==> config.mk <==
export PLATFORM = sky130hd
export DESIGN_NAME = lcd_init_seq
export DESIGN_NICKNAME = d
export VERILOG_FILES = /design/src/rtl/lcd_init_pkg.sv /design/src/rtl/lcd_init_timer.sv /design/src/rtl/lcd_init_fsm.sv /design/src/rtl/lcd_init_mux.sv /design/src/rtl/lcd_init_seq.sv
export SDC_FILE = /design/constraint.sdc
export NUM_CORES = 1
export LEC_CHECK = 0
export BUFFER_PORTS_ARGS = -buffer_cell sky130_fd_sc_hd__buf_2
export CAP_MARGIN = 20
export CORE_UTILIZATION = 45
export DETAILED_ROUTE_END_ITERATION = 8
export PLACE_DENSITY_LB_ADDON = 0.2
export RECOVER_POWER = 100
export REMOVE_ABC_BUFFERS = 1
export SETUP_SLACK_MARGIN = 0.02
export SYNTH_ARGS = -nofsm -noshare
export SYNTH_HDL_FRONTEND = slang
export SYNTH_SLANG_ARGS = --single-unit
==> constraint.sdc <==
create_clock -name clk_i -period 2.5 [get_ports clk_i]
set_clock_uncertainty 0.2 [all_clocks]
set_input_delay 0.125 -clock clk_i [delete_from_list [all_inputs] [get_ports clk_i]]
set_output_delay 0.125 -clock clk_i [all_outputs]
set_load 0.02 [all_outputs]
==> src/rtl/lcd_init_pkg.sv <==
package lcd_init_pkg;

  typedef enum logic [3:0] {
    ST_PWR,
    ST_NIB_A,
    ST_WAIT_L,
    ST_NIB_B,
    ST_WAIT_S,
    ST_NIB_C,
    ST_NIB_4B,
    ST_FSET,
    ST_DISP,
    ST_CLR,
    ST_READY,
    ST_HALT
  } seq_state_e;

  localparam logic [3:0] NIB_WAKE    = 4'h3;
  localparam logic [3:0] NIB_4BIT    = 4'h2;
  localparam logic [7:0] CMD_DISP_ON = 8'h0C;
  localparam logic [7:0] CMD_CLEAR   = 8'h01;

  function automatic logic lines_ok(input int lines);
    return (lines == 1) || (lines == 2);
  endfunction

  function automatic logic [7:0] fset_cmd(input int lines, input int big_font);
    logic [7:0] v;
    v = 8'h20;
    if (lines == 2) v = v | 8'h08;
    if (big_font != 0) v = v | 8'h04;
    return v;
  endfunction

endpackage

==> src/rtl/lcd_init_timer.sv <==
module lcd_init_timer #(
  parameter int               CNT_W = 8,
  parameter logic [CNT_W-1:0] INIT  = '0
) (
  input  logic             clk_i,
  input  logic             rst_ni,
  input  logic             ld_i,
  input  logic [CNT_W-1:0] ld_val_i,
  output logic             zero_o
);

  logic [CNT_W-1:0] cnt_q;

  always_ff @(posedge clk_i or negedge rst_ni) begin
    if (!rst_ni)            cnt_q <= INIT;
    else if (ld_i)          cnt_q <= ld_val_i;
    else if (cnt_q != '0)   cnt_q <= cnt_q - 1'b1;
  end

  assign zero_o = (cnt_q == '0);

endmodule

==> src/rtl/lcd_init_fsm.sv <==
module lcd_init_fsm
  import lcd_init_pkg::*;
#(
  parameter int LINES     = 2,
  parameter int BIG_FONT  = 1,
  parameter int CNT_W     = 8,
  parameter int LONG_CYC  = 100,
  parameter int SHORT_CYC = 10
) (
  input  logic             clk_i,
  input  logic             rst_ni,
  input  logic             zero_i,
  input  logic             nib_done_i,
  input  logic             cmd_done_i,
  output logic             ld_o,
  output logic [CNT_W-1:0] ld_val_o,
  output logic             nib_req_o,
  output logic [3:0]       nib_o,
  output logic             cmd_req_o,
  output logic [7:0]       cmd_o,
  output logic             ready_o
);

  localparam logic             LEGAL   = lines_ok(LINES);
  localparam logic [7:0]       FSET    = fset_cmd(LINES, BIG_FONT);
  localparam logic [CNT_W-1:0] LONG_V  = CNT_W'(LONG_CYC);
  localparam logic [CNT_W-1:0] SHORT_V = CNT_W'(SHORT_CYC);

  seq_state_e state_q, state_d;

  always_ff @(posedge clk_i or negedge rst_ni) begin
    if (!rst_ni) state_q <= LEGAL ? ST_PWR : ST_HALT;
    else         state_q <= state_d;
  end

  always_comb begin
    state_d  = state_q;
    ld_o     = 1'b0;
    ld_val_o = '0;
    unique case (state_q)
      ST_PWR:    if (zero_i) state_d = ST_NIB_A;
      ST_NIB_A:  if (nib_done_i) begin
                   state_d  = ST_WAIT_L;
                   ld_o     = 1'b1;
                   ld_val_o = LONG_V;
                 end
      ST_WAIT_L: if (zero_i) state_d = ST_NIB_B;
      ST_NIB_B:  if (nib_done_i) begin
                   state_d  = ST_WAIT_S;
                   ld_o     = 1'b1;
                   ld_val_o = SHORT_V;
                 end
      ST_WAIT_S: if (zero_i) state_d = ST_NIB_C;
      ST_NIB_C:  if (nib_done_i) state_d = ST_NIB_4B;
      ST_NIB_4B: if (nib_done_i) state_d = ST_FSET;
      ST_FSET:   if (cmd_done_i) state_d = ST_DISP;
      ST_DISP:   if (cmd_done_i) state_d = ST_CLR;
      ST_CLR:    if (cmd_done_i) state_d = ST_READY;
      ST_READY:  state_d = ST_READY;
      ST_HALT:   state_d = ST_HALT;
      default:   state_d = ST_HALT;
    endcase
  end

  always_comb begin
    nib_req_o = 1'b0;
    nib_o     = '0;
    cmd_req_o = 1'b0;
    cmd_o     = '0;
    unique case (state_q)
      ST_NIB_A, ST_NIB_B, ST_NIB_C: begin
        nib_req_o = 1'b1;
        nib_o     = NIB_WAKE;
      end
      ST_NIB_4B: begin
        nib_req_o = 1'b1;
        nib_o     = NIB_4BIT;
      end
      ST_FSET: begin
        cmd_req_o = 1'b1;
        cmd_o     = FSET;
      end
      ST_DISP: begin
        cmd_req_o = 1'b1;
        cmd_o     = CMD_DISP_ON;
      end
      ST_CLR: begin
        cmd_req_o = 1'b1;
        cmd_o     = CMD_CLEAR;
      end
      default: ;
    endcase
  end

  assign ready_o = (state_q == ST_READY);

endmodule

==> src/rtl/lcd_init_mux.sv <==
module lcd_init_mux (
  input  logic       ready_i,
  input  logic       seq_req_i,
  input  logic [7:0] seq_cmd_i,
  input  logic       usr_req_i,
  input  logic [7:0] usr_data_i,
  input  logic       usr_rs_i,
  input  logic       cmd_done_i,
  output logic       cmd_req_o,
  output logic [7:0] cmd_o,
  output logic       cmd_rs_o,
  output logic       usr_done_o
);

  always_comb begin
    if (ready_i) begin
      cmd_req_o  = usr_req_i;
      cmd_o      = usr_data_i;
      cmd_rs_o   = usr_rs_i;
      usr_done_o = cmd_done_i;
    end else begin
      cmd_req_o  = seq_req_i;
      cmd_o      = seq_cmd_i;
      cmd_rs_o   = 1'b0;
      usr_done_o = 1'b0;
    end
  end

endmodule

==> src/rtl/lcd_init_seq.sv <==
module lcd_init_seq #(
  parameter int LINES          = 2,
  parameter int BIG_FONT       = 1,
  parameter int PWR_WAIT_CYC   = 3750000,
  parameter int LONG_WAIT_CYC  = 1025000,
  parameter int SHORT_WAIT_CYC = 25000
) (
  input  logic       clk_i,
  input  logic       rst_ni,
  output logic       nib_req_o,
  output logic [3:0] nib_o,
  input  logic       nib_done_i,
  output logic       cmd_req_o,
  output logic [7:0] cmd_o,
  output logic       cmd_rs_o,
  input  logic       cmd_done_i,
  input  logic       usr_req_i,
  input  logic [7:0] usr_data_i,
  input  logic       usr_rs_i,
  output logic       usr_done_o,
  output logic       ready_o
);

  localparam int MAX_A    = (PWR_WAIT_CYC > LONG_WAIT_CYC) ? PWR_WAIT_CYC : LONG_WAIT_CYC;
  localparam int MAX_WAIT = (MAX_A > SHORT_WAIT_CYC) ? MAX_A : SHORT_WAIT_CYC;
  localparam int CNT_W    = $clog2(MAX_WAIT + 1);

  logic             ld;
  logic [CNT_W-1:0] ld_val;
  logic             zero;
  logic             seq_req;
  logic [7:0]       seq_cmd;

  lcd_init_timer #(
    .CNT_W (CNT_W),
    .INIT  (CNT_W'(PWR_WAIT_CYC))
  ) u_timer (
    .clk_i    (clk_i),
    .rst_ni   (rst_ni),
    .ld_i     (ld),
    .ld_val_i (ld_val),
    .zero_o   (zero)
  );

  lcd_init_fsm #(
    .LINES     (LINES),
    .BIG_FONT  (BIG_FONT),
    .CNT_W     (CNT_W),
    .LONG_CYC  (LONG_WAIT_CYC),
    .SHORT_CYC (SHORT_WAIT_CYC)
  ) u_fsm (
    .clk_i      (clk_i),
    .rst_ni     (rst_ni),
    .zero_i     (zero),
    .nib_done_i (nib_done_i),
    .cmd_done_i (cmd_done_i),
    .ld_o       (ld),
    .ld_val_o   (ld_val),
    .nib_req_o  (nib_req_o),
    .nib_o      (nib_o),
    .cmd_req_o  (seq_req),
    .cmd_o      (seq_cmd),
    .ready_o    (ready_o)
  );

  lcd_init_mux u_mux (
    .ready_i    (ready_o),
    .seq_req_i  (seq_req),
    .seq_cmd_i  (seq_cmd),
    .usr_req_i  (usr_req_i),
    .usr_data_i (usr_data_i),
    .usr_rs_i   (usr_rs_i),
    .cmd_done_i (cmd_done_i),
    .cmd_req_o  (cmd_req_o),
    .cmd_o      (cmd_o),
    .cmd_rs_o   (cmd_rs_o),
    .usr_done_o (usr_done_o)
  );

endmodule

Yosys cells after proc, flatten, opt, wreduce, memory -nomap -nowiden:

Cells that the tools add are included.

* add/subtract/negate cells: 1
* eq/ne operators: 20
* mux-type cells: 26
* reduce and logical (&&, ||, !) cells: 9

Operator list (count)
* 22-bit 2-to-1 mux: 2
* 22-bit one-hot mux with 2 select lines: 1
* 4-bit one-hot mux with 11 select lines: 1
* 4-bit 2-to-1 mux: 10
* 22-bit zero test: 1
* 22-bit nonzero test: 1
* 22-bit by 1-bit subtractor with 22-bit output (second input constant): 1
* 20-bit 2-to-1 mux: 1
* 6-bit one-hot mux with 3 select lines: 1
* 4-bit by 3-bit == test with 1-bit output (second input constant): 4
* 15-bit 2-to-1 mux: 1
* 2-bit != test (second input constant): 7
* 4-bit == test (second input constant): 3
* 10-bit AND reduction: 1
* 4-bit by 2-bit == test with 1-bit output (second input constant): 2
* 8-bit 2-to-1 mux: 1
* 1-bit 2-to-1 mux: 7
* 2-bit by 1-bit != test with 1-bit output (second input constant): 3
* 3-bit OR reduction: 2
* 4-bit by 1-bit == test with 1-bit output (second input constant): 1
* 4-bit zero test: 1
* 2-bit one-hot mux with 2 select lines: 1
* 4-bit OR reduction: 1
* 2-bit nonzero test: 1
* 2-bit OR reduction: 1

* flip-flop bits (word level): 26
* bits of input ports: 14
* logic and storage cells: 58

Longest topological paths before layout:

* depth after elaboration: 4
* depth in mapped cells: 8

Hierarchy:

From an unflattened synthesis, not the netlist that was laid out.

* cell total of the unflattened synthesis: 233
* area, all modules: 2100.8 µm²

Modules (own cells, without submodules)
* lcd_init_timer: instances 1, cells an instance 150, area an instance 1375.1 µm², seq. area each 563.0 µm²
* lcd_init_fsm: instances 1, cells an instance 71, area an instance 568.0 µm², seq. area each 100.1 µm²
* lcd_init_mux: instances 1, cells an instance 12, area an instance 157.7 µm², seq. area each 0.0 µm²

Worst setup path before layout:

OpenSTA, ideal clock, no wires.

* path kind: reg-to-output
* start point: register u_fsm.state_q[3]
* end point: output port cmd_o[1]
* arrival: 1750 ps
* required time: 2175 ps
* path slack: 425 ps
* stages on the path, launching flop included: 5
* path buffers: 1
* path through: dfrtp_1 -> clkbuf_1 -> nand2b_1 -> nor3_1 -> and2_1

* word-level cells in the longest chain between the ends: 2

Ends and longest elaborated chain
* from (decl): line lcd_init_fsm.sv:29 `seq_state_e state_q, state_d;`
* from (signal assigned): line lcd_init_fsm.sv:32 `if (!rst_ni) state_q <= LEGAL ? ST_PWR : ST_HALT;`
* from (signal assigned): line lcd_init_fsm.sv:33 `else state_q <= state_d;`
* 4-bit == test: line lcd_init_fsm.sv:95 `assign ready_o = (state_q == ST_READY);`
* via ready_o: line lcd_init_seq.sv:21 `output logic ready_o`
* 8-bit 2-to-1 mux: line lcd_init_mux.sv:16 `if (ready_i) begin`
* to (decl): line lcd_init_seq.sv:14 `output logic [7:0] cmd_o,`

The timed path passes the listed nets, and every way through them passes these cells.

Final worst setup path:

* start point: register u_timer.cnt_q[0]
* end point: register u_fsm.state_q[0]

* word-level cells in the longest chain between the ends: 3
* elaborated cells on any way between the ends: 5
* classes of those cells: eq/ne (3); reduce/logical (2)

Ends and longest elaborated chain
* from (decl): line lcd_init_timer.sv:12 `logic [CNT_W-1:0] cnt_q;`
* from (signal assigned): line lcd_init_timer.sv:16 `else if (ld_i) cnt_q <= ld_val_i;`
* from (signal assigned): line lcd_init_timer.sv:17 `else if (cnt_q != '0) cnt_q <= cnt_q - 1'b1;`
* 22-bit zero test *: line lcd_init_timer.sv:20 `assign zero_o = (cnt_q == '0);`
* 2-bit by 1-bit != test with 1-bit output (no line)
* 10-bit AND reduction (no line) *

Every way passes the cells marked *; elsewhere a longest branch is shown, timed or not.
A chain may end at the register's enable or synchronous reset.

==> run metrics <==
CP Class=reg -> reg; Critical Path RT=2.47 ns; GRT Overall Usage=21.9%; Fin. Hold Viols=1; Final GP Congestion=0.882; filler instances=360; Cell Area, Synth=0.00177 mm²; post-synthesis sequential area ratio=37.4%; failing checks=negative hold slack; R2R cell count=6; remaining antenna violation count=0; Mean Syn Cell Area=8.53 µm²; CTS clock-pin slew for the worst setup and hold paths=0.10 ns; reg-to-reg endpoint=u_fsm.state_q[0]$_DFFE_PN0P_; fin crit share=90.5%; multiplexer area fraction after synthesis=5.71%; Die ar.=0.00420 mm²; largest family of logic cells by synthesized area=simple AND/OR/NAND/NOR gates; gr ovfl total=0; Hold Path Class=in -> reg; DIE WIDTH=64.8 µm; H-tree levels=1; RSZ-0062 raised after global routing=no; Finished Core Util=54.8%; CTS Buf Count=3; first-pass GRT wire length=7370 µm; worst ir drop on vdd=0.271 mV; Leak=0.835 nW; WL per Instance=14.4 µm; initial antenna violation count=0; Core Footprint=0.00372 mm²; hold slack=-0.00245 ns; DR DRC count=0; Layout area overhead=14.9%; layout cell share with drive strength beyond 1=18.9%; crit path launch=u_timer.cnt_q[0]$_DFFE_PN0P_; flop2flop setup slack=0.24 ns; DRT iter0 DRCs=91; number of top-level pins=31; Final setup viols=0; status=finished, violations left; Setup TNS=0 ns; CTS tree=yes; Die Y=64.8 µm; vias in the first global route=1548; Initial DRT Pass Iterations=4; clock buffer depth=2; synthesized instance count=208; Final #Nets=254; CP arrival=2.23 ns; Slowest cell on crit path=and4_2; simple logic cell fraction of the synthesized area=31.9%; Synth async-reset ratio=100%; FMAX=442 MHz; Starting Density=47.7%; Unique masters post-synth=49; DP HPWL=2940 µm; Post-synth EDFFs=0; crit path cell chain=inv_1 -> ha_1 -> nor4b_1 -> and4_2 -> nand2_1 -> o41ai_1; clk sink count=26; Post-CTS Setup Repair Bufs=0; Max Cap Viol=0; Clk Latency, worst-skew pair=0.28 ns; slowest stage delay, CP=0.50 ns; crit path to=u_fsm.state_q[0]$_DFFE_PN0P_; Compound-Gate Fraction of Synth Area=17.6%; headroom to the max-slew limit=5.96%; CP Capture Type=register; IO Port Bufs=28; crit path max fanout=14; Main synth FF type=dfrtp_1; adder-cell share of the synthesized area=0.705%; Worst setup SP type=register; post-layout min period=2.26 ns; power density over cell area=412 mW/mm²; Site Rows=22; XOR/XNOR Fraction of Synth Area=1.97%; worst-margin pin slew=1.41 ns; Clock Tree Root=clkbuf_8; Via Count=1636; n_diodes=0; Via density=5.72; #FFs+latches synth=26; Yosys warning count=0; largest net degree at the start of global routing=27; Final Max Tran Viols=0; drt total wl=4120 µm; FF-to-FF Start=u_timer.cnt_q[0]$_DFFE_PN0P_
==> cell usage after synthesis, types with 2 or more instances <==
cell	count	area share (%)
a211oi_1	4	1.7
a21oi_1	16	4.5
a311oi_1	2	0.99
and2_1	10	3.5
and3_1	3	1.1
and4_1	3	1.5
buf_2	2	0.56
buf_4	3	1.3
clkbuf_1	8	1.7
dfrtp_1	16	23
dfstp_2	10	15
inv_1	5	1.1
mux2i_1	9	5.1
nand2_1	15	3.2
nand2b_1	6	2.1
nand3_1	5	1.4
nand3b_1	2	0.85
nand4_1	4	1.4
nand4b_1	2	0.99
nor2_1	22	4.7
nor3_1	12	3.4
nor4_1	2	0.71
nor4b_1	2	0.99
o21ai_0	16	4.5
or3_1	3	1.1
xnor2_1	2	0.99
xor2_1	2	0.99
==> layout by cell type, fill, tap and decap left out, types with 3 or more instances in the layout <==
cell       n
nand4_1    4
buf_4      8
dfrtp_1   16
a211oi_1   4
clkbuf_1  11
and3_1     3
a21oi_1   16
buf_2     18
clkbuf_8   3
nor2_1    22
dfstp_2   10
nand2_1   15
and2_0     6
nor3_1    12
and2_1     4
nand3_1    5
or3_1      3
mux2i_1    9
nand2b_1   6
o21ai_0   16
inv_1      5
==> worst min-delay path by stage <==
stage | from | endpoint | slack [ns] | cells after the start
floorplan | rst_ni | u_fsm.state_q[0]$_DFFE_PN0P_ | -0.37 | 0
global placement | rst_ni | u_timer.cnt_q[8]$_DFFE_PN0P_ | -0.03 | 1
detailed placement | rst_ni | u_timer.cnt_q[14]$_DFFE_PN0P_ | -0.03 | 1
CTS | cmd_done_i | u_fsm.state_q[3]$_DFFE_PN0P_ | 0.02 | 3
global route | nib_done_i | u_fsm.state_q[0]$_DFFE_PN0P_ | 0.000004 | 3
finish | nib_done_i | u_fsm.state_q[0]$_DFFE_PN0P_ | -0.002 | 3
==> cell families after synthesis <==
| kind of cell | count (synthesis) |
|---|---|
| compound gates | 49 |
| xor+xnor | 4 |
| fa+ha+maj | 1 |
| buf+inv | 18 |
| flops | 26 |
| mux | 10 |
| other cells | 1 |
| simple gates | 99 |
==> worst max-delay path, delay by kind of cell, from the launching register on <==
kind	cells	cell delay [ns]
adders and majority gates	1	0.18
DFF	1	0.42
and+or+nand+nor	3	0.96
AOI/OAI and AO/OA	1	0.30
buffers and inverters	1	0.09
==> layer usage <==
metal	global-route usage (%)	vias up	wire, µm
met5	0	-	0
met4	5.83	0	21
met3	2.46	4	164
met2	33.2	35	1920
met1	32.7	772	2010
li1	-	825	-
==> power by group <==
| group | total [mW] | internal [mW] | switching [mW] | leakage (nW) |
|---|---|---|---|---|
| combinational | 0.0657 | 0.0233 | 0.0424 | 0.520 |
| sequential | 0.423 | 0.422 | 0.000764 | 0.279 |
| clock | 0.352 | 0.214 | 0.138 | 0.0357 |
==> through the flow <==
stage	instance area (µm²)	setup slack, ns	hold slack (ns)	power (mW)	std cells
2_1_floorplan	1720	0.0847	-0.371	0.465	196
3_3_place_gp	1980	0.274	-0.0316	0.498	281
3_5_place_dp	1980	0.208	-0.0331	0.498	281
4_1_cts	2060	0.125	0.0167	0.853	286
5_1_grt	2040	0.0308	0.00000372	0.878	286
6_report	2040	0.236	-0.00245	0.841	286
==> final cells by class <==
cell class | count | area, µm² | area share [%]
Multi-Input combinational cell | 165 | 1020 | 50.2
Sequential cell | 26 | 663 | 32.5
Timing Repair Buffer | 38 | 201 | 9.88
Tap cell | 48 | 60.1 | 2.95
Clock buffer | 3 | 41.3 | 2.03
Clock inverter | 1 | 30.0 | 1.47
Inverter | 5 | 18.8 | 0.921
==> state kept, by name (all words and copies together) (netlist names) <==
| name | flops |
|---|---|
| u_fsm.state_q | 4 |
| u_timer.cnt_q | 22 |
==> what timing repair did <==
| action | 4_1_cts | 5_1_grt |
|---|---|---|
| gates resized for setup | 0 | 1 |
| hold endpoints to repair | 16 | 0 |
| setup endpoints to repair | 0 | 2 |
| hold buffers | 1 | 0 |
No activity file was read; power rests on OpenSTA's default activity.
